--- config.mk ---
export PLATFORM = sky130hd
export DESIGN_NAME = i2c_evt_irq_unit
export DESIGN_NICKNAME = d
export VERILOG_FILES = /design/src/rtl/i2c_evt_pkg.sv /design/src/rtl/evt_flag_bank.sv /design/src/rtl/evt_prio_enc.sv /design/src/rtl/i2c_evt_irq_unit.sv
export SDC_FILE = /design/constraint.sdc
export NUM_CORES = 1
export LEC_CHECK = 0
export BUFFER_PORTS_ARGS = -buffer_cell sky130_fd_sc_hd__buf_2
export CORE_MARGIN = 1
export CORE_UTILIZATION = 43
export DETAILED_ROUTE_END_ITERATION = 6
export PLACE_DENSITY = 0.83
export SLEW_MARGIN = 20
export SYNTH_ARGS = -nofsm -noshare
export SYNTH_HDL_FRONTEND = slang
export SYNTH_SLANG_ARGS = --single-unit
export TNS_END_PERCENT = 100
--- constraint.sdc ---
create_clock -name clk -period 1.67 [get_ports clk]
set_input_delay 0.0835 -clock clk [delete_from_list [all_inputs] [get_ports clk]]
set_output_delay 0.0835 -clock clk [all_outputs]
set_load 0.02 [all_outputs]
--- src/rtl/i2c_evt_pkg.sv ---
package i2c_evt_pkg;

   typedef enum logic [1:0] {
      SEL_ENABLE = 2'd0,
      SEL_STATUS = 2'd1,
      SEL_VECTOR = 2'd2,
      SEL_NONE   = 2'd3
   } reg_sel_e;

   // default event count and field placement
   localparam int EVT_COUNT_DEF = 5;
   localparam int LVL_COUNT_DEF = 3;
   localparam int LVL_LSB_DEF   = 10;

endpackage

--- src/rtl/evt_flag_bank.sv ---
module evt_flag_bank #(
   parameter int N = 5
) (
   input  logic         clk,
   input  logic         rst,
   input  logic [N-1:0] set_i,
   input  logic [N-1:0] clr_i,
   output logic [N-1:0] flag_o
);

   if (N < 1) begin : g_bad_n
      $error("evt_flag_bank: N must be at least 1");
   end

   for (genvar i = 0; i < N; i++) begin : g_flag
      logic flag_q;

      // a new pulse outranks any clear in the same cycle
      always_ff @(posedge clk) begin
         if (rst) flag_q <= 1'b0;
         else     flag_q <= set_i[i] | (flag_q & ~clr_i[i]);
      end

      assign flag_o[i] = flag_q;

      p_set_wins_r8: assert property (@(posedge clk) disable iff (rst)
         set_i[i] |=> flag_o[i]);
      p_clear_r3: assert property (@(posedge clk) disable iff (rst)
         (clr_i[i] && !set_i[i]) |=> !flag_o[i]);
      p_hold_r3: assert property (@(posedge clk) disable iff (rst)
         (!clr_i[i] && !set_i[i]) |=> $stable(flag_o[i]));
   end

endmodule

--- src/rtl/evt_prio_enc.sv ---
module evt_prio_enc #(
   parameter int N      = 5,
   parameter int CODE_W = $clog2(N + 1)
) (
   input  logic [N-1:0]      req_i,
   output logic [N-1:0]      grant_o,
   output logic [CODE_W-1:0] code_o
);

   if ((1 << CODE_W) < N + 1) begin : g_bad_code
      $error("evt_prio_enc: CODE_W too narrow for N events");
   end

   // scan from the top so the lowest index is the last to win
   always_comb begin
      grant_o = '0;
      code_o  = '0;
      for (int k = N - 1; k >= 0; k--) begin
         if (req_i[k]) begin
            grant_o    = '0;
            grant_o[k] = 1'b1;
            code_o     = CODE_W'(k + 1);
         end
      end
   end

   always_comb begin
      p_grant_onehot_r6: assert ($onehot0(grant_o));
   end

endmodule

--- src/rtl/i2c_evt_irq_unit.sv ---
module i2c_evt_irq_unit
   import i2c_evt_pkg::*;
#(
   parameter int DATA_W      = 16,
   parameter int N_EVT       = EVT_COUNT_DEF,
   parameter int N_LVL       = LVL_COUNT_DEF,
   parameter int LVL_LSB     = LVL_LSB_DEF,
   parameter bit RD_CLEAR_EN = 1'b1
) (
   input  logic              clk,
   input  logic              rst,
   input  logic [N_EVT-1:0]  evt_pulse,
   input  logic [N_LVL-1:0]  lvl_in,
   input  logic [1:0]        reg_sel,
   input  logic              reg_wr,
   input  logic              reg_rd,
   input  logic [DATA_W-1:0] reg_wdata,
   output logic [DATA_W-1:0] reg_rdata,
   output logic              irq
);

   localparam int CODE_W = $clog2(N_EVT + 1);

   if (N_EVT > LVL_LSB) begin : g_bad_overlap
      $error("i2c_evt_irq_unit: event bits overlap level field");
   end
   if (LVL_LSB + N_LVL > DATA_W) begin : g_bad_lvl
      $error("i2c_evt_irq_unit: level field exceeds data width");
   end
   if (CODE_W > DATA_W) begin : g_bad_vec
      $error("i2c_evt_irq_unit: vector code exceeds data width");
   end

   reg_sel_e            sel;
   logic [N_EVT-1:0]    en_q;
   logic [N_EVT-1:0]    flags;
   logic [N_EVT-1:0]    pend;
   logic [N_EVT-1:0]    grant;
   logic [N_EVT-1:0]    wr_clr;
   logic [N_EVT-1:0]    rd_clr;
   logic [CODE_W-1:0]   vec_code;
   logic [DATA_W-1:0]   stat_word;
   logic [DATA_W-1:0]   vec_word;
   logic [DATA_W-1:0]   en_word;
   logic                unused_wbits;

   assign sel          = reg_sel_e'(reg_sel);
   assign unused_wbits = ^reg_wdata[DATA_W-1:N_EVT];

   // enable mask
   always_ff @(posedge clk) begin
      if (rst)                             en_q <= '0;
      else if (reg_wr && sel == SEL_ENABLE) en_q <= reg_wdata[N_EVT-1:0];
   end

   assign pend = flags & en_q;

   evt_prio_enc #(.N(N_EVT), .CODE_W(CODE_W)) u_prio (
      .req_i   (pend),
      .grant_o (grant),
      .code_o  (vec_code)
   );

   // write-one-to-clear from the status register
   assign wr_clr = (reg_wr && sel == SEL_STATUS) ? reg_wdata[N_EVT-1:0] : '0;

   // read-to-clear from the vector register, optional
   if (RD_CLEAR_EN) begin : g_rd_clear
      assign rd_clr = (reg_rd && sel == SEL_VECTOR) ? grant : '0;
   end else begin : g_no_rd_clear
      assign rd_clr = '0;
   end

   evt_flag_bank #(.N(N_EVT)) u_flags (
      .clk    (clk),
      .rst    (rst),
      .set_i  (evt_pulse),
      .clr_i  (wr_clr | rd_clr),
      .flag_o (flags)
   );

   // read data assembly
   always_comb begin
      stat_word                    = '0;
      stat_word[N_EVT-1:0]         = flags;
      stat_word[LVL_LSB +: N_LVL]  = lvl_in;
      vec_word                     = '0;
      vec_word[CODE_W-1:0]         = vec_code;
      en_word                      = '0;
      en_word[N_EVT-1:0]           = en_q;
   end

   always_comb begin
      unique case (sel)
         SEL_ENABLE: reg_rdata = en_word;
         SEL_STATUS: reg_rdata = stat_word;
         SEL_VECTOR: reg_rdata = vec_word;
         default:    reg_rdata = '0;
      endcase
   end

   assign irq = |pend;

   p_rdclr_single_r7: assert property (@(posedge clk) disable iff (rst)
      $onehot0(rd_clr));
   p_irq_has_vector_r9: assert property (@(posedge clk) disable iff (rst)
      irq |-> (vec_code != '0));
   p_quiet_no_irq_r9: assert property (@(posedge clk) disable iff (rst)
      (vec_code == '0) |-> !irq);
   p_reset_r10: assert property (@(posedge clk)
      rst |=> (flags == '0 && en_q == '0));

endmodule

==> impl_results.md, run 1 <==
* Final HPWL DP at 1.14 mm
* Ant diodes at 0
* Vias in the first global route at 614
* # IOs at 47
* Top sig layer: met3
* Initial Util at 48.5%
* Nets at 145
* Clock Path Buffers at 2
* Vias at 701
* Total power at 564 uW
* Synth top area share at 29.9%
* Ys async rst share at 0%
* RSZ-0062 raised after global routing: no
* Drt first pass iters at 4
* Crit path kind: flip-flop to output port
* WP data required at 1.59 ns
* CTS Buf Count at 3
* DRC errors left at 0
* Sw frac at 31.4%
* Placed cell area at 771 sq um
* Max Fclk at 668 MHz
* Syn_area_per_cell at 7.71 sq um
* Post-synthesis simple-gate area fraction at 28.0%
* Worst R2R Path Depth at 4
* Largest net degree at the start of global routing at 13
* Synth Instances at 87
* Gr usage total at 19.4%
* Place WS at 0.428 ns
* Met3 wire len at 106 microns
* Worst Slack Setup Final at 0.173 ns
* CP arrival at 1.41 ns
* Mux share of post-synthesis cell area at 10.4%
* 1st-iter DRT viols at 18
* R2R Path Start: u_flags.g_flag[1].flag_q$_SDFF_PP0_
* Die H at 41.5 microns
* CP Launch Type: flip-flop
* Synthesis-stage register bit count at 10
* Drt wl/cell at 11.8 microns
* H-tree levels at 1
* Vias per cell at 5.48
* Outcome: complete, no violations
* P&R area growth vs syn at 19.0%
* Synth Flop Type: dfxtp_1
* Worst skew pair latency at 0.27 ns
* Part of the power in registers at 47.6%
* Synthesis Warnings at 0
* Die width at 41.5 microns
* Compound-Gate Fraction of Synth Area at 17.5%
* Hold_buf cts at 0
* Reg2Reg Setup Slack at 0.52 ns
* Setup crit end kind: output port
* Util after Layout at 57.7%
* GP Congestion at 0.835
* Fin crit period at 1.50 ns
* Synth Area in Adders at 0%
* Pint at 387 uW
* CTS root buf: clkbuf_4
* Crit-path max FO at 6
* Cell Rows at 13
* Post-CTS Setup Bufs at 0
* Cell taking the most area after synthesis: dfxtp_1
* Antenna-violating nets left at 0
* P per Cell Area at 706 nW/um^2
* Reg-to-reg endpoint: u_flags.g_flag[4].flag_q$_SDFF_PP0_
* Post-Synth XOR/XNOR Area at 0%
* Logic gate share of total power at 23.4%
* WHS Endpoint: u_flags.g_flag[1].flag_q$_SDFF_PP0_
* Leakage at 0.000384 uW
* Worst Skew at 0.0110 ns
* Fraction of the yosys area taken by sequential cells at 29.9%
* Initial antenna violation count at 0
* Psw at 177 uW
* Global-route wire length before repair at 2.62 mm
* Worst-path clk slew at 0.07 ns
* Final wirelength at 1.51 mm
* Main combinational cell family by area after synthesis: simple AND/OR/NAND/NOR gates
* Largest cells by area after synthesis: dfxtp_1, mux2i_1, buf_4
* CTS Sinks at 10
* Period utilization at 89.6%
* List of most frequent post-synthesis cells: nor2_1, dfxtp_1, nand2_1
* Post-Syn Area at 671 sq um
* Design Area, Final at 798 sq um
* Port buffer count at 27
* Hold Startpoint: evt_pulse[1]
* Core area at 1380 sq um
* WL met1 at 681 microns
* Maxcap violations at 0
* Overflow left after global routing at 0
* Final Hold Vio Count at 0
* Max-slew violation count at 0
* Hold path cells at 3
* Setup violators final at 0
* Share of cells above drive strength 1 at 33.6%
* Setup TNS at 0 ns
* Yosys cell types at 25
* HP Class: primary input to flip-flop
* Detail Route met2 WL at 720 microns
* EDFF count, synth at 0
* Post-CTS sizing at 0
* CTS tree: built
* Die area at 1720 sq um
* Maximum vdd ir drop at 381 uV
* Most frequent cell after synthesis: nor2_1
* Power share of the clock group at 29.0%
## cells in the final DEF (no fill, tap or decap), types with 4 or more instances in the layout
cell type | netlist | routed
nand3_1 | 5 | 5
conb_1 | 1 | 8
a21oi_1 | 7 | 7
buf_2 | 1 | 27
dfxtp_1 | 10 | 10
nor2_1 | 11 | 11
nand2_1 | 9 | 9
mux2i_1 | 7 | 7
nand4_1 | 4 | 4
a31oi_1 | 4 | 4
## kinds of logic after synthesis
| group | after synthesis |
|---|---|
| compound gates | 18 |
| buf+inv | 14 |
| flops | 10 |
| mux | 7 |
| other cells | 1 |
| simple gates | 37 |
## layout make-up
class | count | area (sq um)
fillers | 130 | 584
clock buffers | 3 | 22.5
inverters | 3 | 11.3
multi-input cells | 70 | 410
repair buffers | 27 | 135
flip-flops and latches | 10 | 200
well taps | 15 | 18.8
## through the flow
step | hold WS, ns | std cells
2_1_floorplan | 0.201 | 94
3_3_place_gp | 0.288 | 125
3_5_place_dp | 0.300 | 125
4_1_cts | 0.0207 | 128
5_1_grt | 0.0243 | 128
6_report | 0.0225 | 128
## per-layer routing
| metal | up-vias | track usage (%) |
|---|---|---|
| li1 | 345 | - |
| met1 | 329 | 24.1 |
| met5 | - | 0 |
| met3 | 0 | 8.70 |
| met2 | 27 | 31.9 |
| met4 | 0 | 1.94 |
## power groups by stage
stage | sequential, uW | combinational, uW | clock (uW)
5_1_grt | 270 | 146 | 179
3_3_place_gp | 272 | 128 | 0
2_1_floorplan | 269 | 104 | 0
4_1_cts | 267 | 131 | 170
3_5_place_dp | 273 | 131 | 0
6_report | 268 | 132 | 163
## worst max-delay path: stages (launching register included)
cell and delay (ns):
dfxtp_1 0.37, a21boi_4 0.25, nor2b_1 0.16, a21oi_1 0.05
o21ai_0 0.14, buf_2 0.18
## flip-flops by register name (all words and copies together), names as in the netlist
signal / flops
en_q: 5
u_flags.g_flag.flag_q: 5
## worst max-delay path by stage
stage,from,to
final,u_flags.g_flag[0].flag_q$_SDFF_PP0_,reg_rdata[1]
after global routing,u_flags.g_flag[0].flag_q$_SDFF_PP0_,reg_rdata[1]
after CTS,u_flags.g_flag[1].flag_q$_SDFF_PP0_,reg_rdata[1]
after detailed placement,u_flags.g_flag[1].flag_q$_SDFF_PP0_,reg_rdata[1]
after global placement,en_q[1]$_SDFFE_PP0P_,reg_rdata[2]
after floorplan,u_flags.g_flag[0].flag_q$_SDFF_PP0_,reg_rdata[1]
No activity file was read; power rests on OpenSTA's default activity.
==> inputs of run 2 (changes only) <==
--- a/config.mk
+++ b/config.mk
@@ -8,6 +8,7 @@
 export BUFFER_PORTS_ARGS = -buffer_cell sky130_fd_sc_hd__buf_2
 export CORE_MARGIN = 1
 export CORE_UTILIZATION = 43
+export CTS_BUF_LIST = sky130_fd_sc_hd__clkbuf_16
 export DETAILED_ROUTE_END_ITERATION = 6
 export PLACE_DENSITY = 0.83
 export SLEW_MARGIN = 20
==> run 2 against run 1 <==
- combinational power hardly changed
- non-clock buffer count stayed put
- count of clock-buffer cells in the layout is the same
- global-route usage is 1.5 points higher
- final area grew 6.0%
- sequential power about the same
- critical path type unchanged
==> impl_results.md, run 2 (same netlist as run 1, synthesis figures left out) <==
* Outcome: complete, no violations (unchanged)
* CTS root buf: clkbuf_16 (was clkbuf_4)
* Drt first pass iters at 4 (unchanged)
* CP arrival at 1.41 ns (about the same)
* CTS Buf Count at 3 (unchanged)
* Hold WS at 0.0577 ns (was 0.0225 ns)
* Commonest non-fill, non-tap cell in the layout: buf_2 (unchanged)
* Worst Skew at 0.00550 ns (was 0.0110 ns)
* H-tree levels at 1 (unchanged)
* Worst Slack Setup Final at 0.173 ns (about the same)
* Logic gate share of total power at 16.2% (was 23.4%)
* Nets at 145 (unchanged)
* CTS tree: built (unchanged)
* Part of the power in registers at 33.0% (was 47.6%)
* Crit-path max FO at 5 (was 6)
* Fin crit period at 1.50 ns (about the same)
* Vias at 698 (was 701)
* Largest net degree at the start of global routing at 13 (unchanged)
* Initial Util at 48.5% (unchanged)
* P per Cell Area at 964 nW/um^2 (was 706 nW/um^2)
* CTS Sinks at 10 (unchanged)
* Max-slew violation count at 0 (unchanged)
* Cell Rows at 13 (unchanged)
* Power share of the clock group at 50.8% (was 29.0%)
* RSZ-0062 raised after global routing: no (unchanged)
* Overflow left after global routing at 0 (unchanged)
* Place WS at 0.428 ns (unchanged)
* Vias per cell at 5.45 (was 5.48)
* Initial antenna violation count at 0 (unchanged)
* Maximum vdd ir drop at 1240 uV (was 381 uV)
* 1st-iter DRT viols at 14 (was 18)
* GP Congestion at 0.835 (unchanged)
* Crit path kind: flip-flop to output port (unchanged)
* Clock Path Buffers at 2 (unchanged)
* Post-CTS Setup Bufs at 0 (unchanged)
* Setup TNS at 0 ns (unchanged)
* Drt wl/cell at 12.2 microns (was 11.8 microns)
* DRC errors left at 0 (unchanged)
* P&R area growth vs syn at 26.1% (was 19.0%)
* Port buffer count at 27 (unchanged)
* Core area at 1380 sq um (unchanged)
* Max Fclk at 668 MHz (about the same)
* Pint at 615 uW (was 387 uW)
* Worst R2R Path Depth at 4 (unchanged)
* Final wirelength at 1.57 mm (was 1.51 mm)
* Die H at 41.5 microns (unchanged)
* Setup crit end kind: output port (unchanged)
* Most frequent cells in the layout: buf_2, nor2_1, dfxtp_1 (unchanged)
* # IOs at 47 (unchanged)
* Maxcap violations at 0 (unchanged)
* Util after Layout at 61.2% (was 57.7%)
* CP Launch Type: flip-flop (unchanged)
* Final HPWL DP at 1.14 mm (unchanged)
* Vias in the first global route at 618 (was 614)
* Psw at 201 uW (was 177 uW)
* Global-route wire length before repair at 2.72 mm (was 2.62 mm)
* Worst skew pair latency at 0.24 ns (was 0.27 ns)
* Ant diodes at 0 (unchanged)
* Die width at 41.5 microns (unchanged)
* WP data required at 1.59 ns (about the same)
* Sw frac at 24.6% (was 31.4%)
* Antenna-violating nets left at 0 (unchanged)
* Period utilization at 89.7% (was 89.6%)
* Share of cells above drive strength 1 at 32.7% (was 33.6%)
* Gr usage total at 20.9% (was 19.4%)
* Biggest regs: en_q (5), u_flags.g_flag.flag_q (5) (unchanged)
* Fill cells at 129 (was 130)
* Hold path cells at 3 (unchanged)
* Hold_buf cts at 0 (unchanged)
* Post-CTS sizing at 0 (unchanged)
* Worst-path clk slew at 0.04 ns (was 0.07 ns)
* Setup violators final at 0 (unchanged)
* Leakage at 0.000407 uW (was 0.000384 uW)
* Die area at 1720 sq um (unchanged)
* HP Class: primary input to flip-flop (unchanged)
* Final Hold Vio Count at 0 (unchanged)
[run 2: critical path: stages (launching register included)]
cell     delay (ns)
dfxtp_1        0.33
a22oi_1        0.38
nor2b_1        0.09
a21oi_1        0.13
o21ai_0        0.09
buf_2          0.17
[run 2: layer usage]
layer  share of wire, %  up-vias  routed length (microns)  global-route usage (%)
met2                 48       27                      751                    33.1
met4                1.3        0                       20                    9.68
met5                  0        -                        0                       0
li1                   -      345                        -                       -
met3                7.0        2                      109                    8.26
met1                 44      324                      683                    24.7
[run 2: power by group through the flow]
stage | sequential, uW | combinational, uW | clock (uW)
2_1_floorplan | 269 | 104 | 0
3_3_place_gp | 272 | 128 | 0
3_5_place_dp | 273 | 131 | 0
4_1_cts | 268 | 132 | 427
5_1_grt | 270 | 146 | 435
6_report | 269 | 132 | 415
[run 2: stage by stage]
step | instances | total power [uW] | cell area (sq um)
floorplan | 94 | 373 | 697
global placement | 125 | 400 | 771
detailed placement | 125 | 404 | 771
CTS | 128 | 828 | 846
global route | 128 | 851 | 846
finish | 128 | 816 | 846
[run 2: final cells by class]
| cell class | instances | area, sq um | area share (%) |
|---|---|---|---|
| Sequential cell | 10 | 200 | 23.7 |
| Inverter | 3 | 11.3 | 1.33 |
| Timing Repair Buffer | 27 | 135 | 16.0 |
| Clock buffer | 3 | 75.1 | 8.88 |
| Tap cell | 15 | 18.8 | 2.22 |
| Multi-Input combinational cell | 70 | 405 | 47.9 |
[run 2: final timing paths]
check / from / endpoint / slack (ns)
setup / recovery: en_q[1]$_SDFFE_PP0P_ / reg_rdata[1] / 0.17
hold / removal: evt_pulse[1] / u_flags.g_flag[1].flag_q$_SDFF_PP0_ / 0.06
setup reg to reg: en_q[1]$_SDFFE_PP0P_ / u_flags.g_flag[4].flag_q$_SDFF_PP0_ / 0.43
hold reg to reg: u_flags.g_flag[3].flag_q$_SDFF_PP0_ / u_flags.g_flag[3].flag_q$_SDFF_PP0_ / 0.54
==> inputs of run 3 (changes only) <==
--- a/config.mk
+++ b/config.mk
@@ -9,8 +9,10 @@
 export CORE_MARGIN = 1
 export CORE_UTILIZATION = 43
 export CTS_BUF_LIST = sky130_fd_sc_hd__clkbuf_16
+export CTS_CLUSTER_SIZE = 28
 export DETAILED_ROUTE_END_ITERATION = 6
 export PLACE_DENSITY = 0.83
+export SETUP_SLACK_MARGIN = 0.4
 export SLEW_MARGIN = 20
 export SYNTH_ARGS = -nofsm -noshare
 export SYNTH_HDL_FRONTEND = slang
==> run 3 against run 2 <==
- via count up 11%
- clock power about the same
- sequential share of layout area decreased by 1.7 points
- critical path depth down 1
- power up 4.2%
- combinational power up 26%
- count of clock-buffer cells in the layout unchanged
- register-to-register slack got worse by 0.10 ns
- critical endpoint is now reg_rdata[2]
- highest routed layer unchanged
==> impl_results.md, run 3 (same netlist as run 1, synthesis figures left out) <==
* Die area at 1720 sq um (unchanged)
* P&R area growth vs syn at 46.6% (was 26.1%)
* CTS Sinks at 10 (unchanged)
* Vias in the first global route at 688 (was 618)
* Final HPWL DP at 1.16 mm (was 1.14 mm)
* Final Hold Vio Count at 0 (unchanged)
* Global-route wire length before repair at 2.99 mm (was 2.72 mm)
* Most frequent cells in the layout: buf_2, buf_4, nor2_1 (was buf_2, nor2_1, dfxtp_1)
* Cell Rows at 13 (unchanged)
* CP arrival at 1.35 ns (was 1.41 ns)
* Initial Util at 48.5% (unchanged)
* # IOs at 47 (unchanged)
* CTS Buf Count at 3 (unchanged)
* Multi-input gate area at 438 sq um (was 405 sq um)
* Setup violators final at 0 (unchanged)
* Max Fclk at 699 MHz (was 668 MHz)
* Overflow left after global routing at 0 (unchanged)
* Period utilization at 85.7% (was 89.7%)
* WP data required at 1.59 ns (about the same)
* Vias at 773 (was 698)
* Hold WS at 0.0580 ns (was 0.0577 ns)
* Final Non-Filler Cells at 138 (was 128)
* CTS tree: built (unchanged)
* HP Class: primary input to flip-flop (unchanged)
* Drt wl/cell at 14.1 microns (was 12.2 microns)
* CTS root buf: clkbuf_16 (unchanged)
* Port buffer count at 27 (unchanged)
* Core area at 1380 sq um (unchanged)
* Outcome: complete, no violations (unchanged)
* RSZ-0062 raised after global routing: yes (was no)
* GP Congestion at 0.854 (was 0.835)
* Commonest non-fill, non-tap cell in the layout: buf_2 (unchanged)
* Die width at 41.5 microns (unchanged)
* P per Cell Area at 864 nW/um^2 (was 964 nW/um^2)
* H-tree levels at 1 (unchanged)
* Vias per cell at 5.60 (was 5.45)
* Clock Path Buffers at 2 (unchanged)
* Setup TNS at 0 ns (unchanged)
* Placed Cells at 125 (unchanged)
* Antenna-violating nets left at 0 (unchanged)
* Share of cells above drive strength 1 at 52.0% (was 32.7%)
* Worst skew pair latency at 0.24 ns (about the same)
* Maxcap violations at 0 (unchanged)
* Crit path kind: flip-flop to output port (unchanged)
* Worst-path clk slew at 0.04 ns (about the same)
* Die H at 41.5 microns (unchanged)
* 1st-iter DRT viols at 27 (was 14)
* Leakage at 0.000473 uW (was 0.000407 uW)
* Nets at 155 (was 145)
* Hold_buf cts at 0 (unchanged)
* Biggest regs: en_q (5), u_flags.g_flag.flag_q (5) (unchanged)
* Largest net degree at the start of global routing at 13 (unchanged)
* Final wirelength at 1.94 mm (was 1.57 mm)
* Setup crit end kind: output port (unchanged)
* DRC errors left at 0 (unchanged)
* Ant diodes at 0 (unchanged)
* Max-slew violation count at 0 (unchanged)
* Maximum vdd ir drop at 907 uV (was 1240 uV)
* Initial antenna violation count at 0 (unchanged)
* Gr usage total at 22.4% (was 20.9%)
* Fin crit period at 1.43 ns (was 1.50 ns)
* Worst Skew at 0.00405 ns (was 0.00550 ns)
* CP Launch Type: flip-flop (unchanged)
* Fill cells at 117 (was 129)
* Crit-path max FO at 4 (was 5)
* Register Area at 216 sq um (was 200 sq um)
* Drt first pass iters at 4 (unchanged)
run 3: cell types whose count changed in the layout (fill, tap and decap cells not counted), sizes merged:
| cell | previous run | this run |
|---|---|---|
| buf | 27 | 37 |
run 3: metal layers:
layer | vias to the layer above | GRT usage, % | part of all wire, %
met2 | 43 | 36.6 | 50
li1 | 365 | - | -
met5 | - | 0 | 0
met3 | 5 | 8.70 | 8.3
met1 | 360 | 27.0 | 40
met4 | 0 | 6.45 | 0.98
run 3: critical path, cell delays in order, from the launching register on:
cell     delay, ns
dfxtp_2       0.33
a22oi_2       0.31
nand3_1       0.15
a21oi_2       0.18
buf_6         0.14
run 3: final timing paths:
path	start	endpoint	slack, ns	cells past startpoint
max reg2reg	u_flags.g_flag[1].flag_q$_SDFF_PP0_	u_flags.g_flag[4].flag_q$_SDFF_PP0_	0.33	6
max	u_flags.g_flag[1].flag_q$_SDFF_PP0_	reg_rdata[2]	0.24	4
min	evt_pulse[1]	u_flags.g_flag[1].flag_q$_SDFF_PP0_	0.06	3
min reg2reg	u_flags.g_flag[1].flag_q$_SDFF_PP0_	u_flags.g_flag[1].flag_q$_SDFF_PP0_	0.54	2
run 3: final cells by class:
type | count | share of cell area [%]
Inverter | 3 | 1.15
Timing Repair Buffer | 37 | 22.8
Tap cell | 15 | 1.91
Multi-Input combinational cell | 70 | 44.5
Clock buffer | 3 | 7.63
Sequential cell | 10 | 22.0
run 3: through the flow:
| stage | utilization [%] | power (uW) | setup slack (ns) | instance area, sq um |
|---|---|---|---|---|
| after detailed placement | 55.7 | 404 | 0.417 | 771 |
| after CTS | 67.4 | 845 | 0.292 | 932 |
| after floorplan | - | 373 | 0.490 | 697 |
| final | 71.1 | 850 | 0.239 | 983 |
| after global placement | 55.7 | 400 | 0.440 | 771 |
| after global routing | 71.1 | 888 | 0.211 | 983 |
run 3: where the power goes:
group	leakage (uW)	internal [uW]	total, uW	switching [uW]
combinational	0.000350	71.2	166	95.1
clock	0.0000370	310	415	105
sequential	0.0000859	255	269	14.3
total	0.000473	636	850	214
run 3: what timing repair did:
item / CTS / global route
gates resized for setup: 13 / 14
setup endpoints to repair: 4 / 5
buffers inserted: 8 / 2
pin swaps: 6 / 8
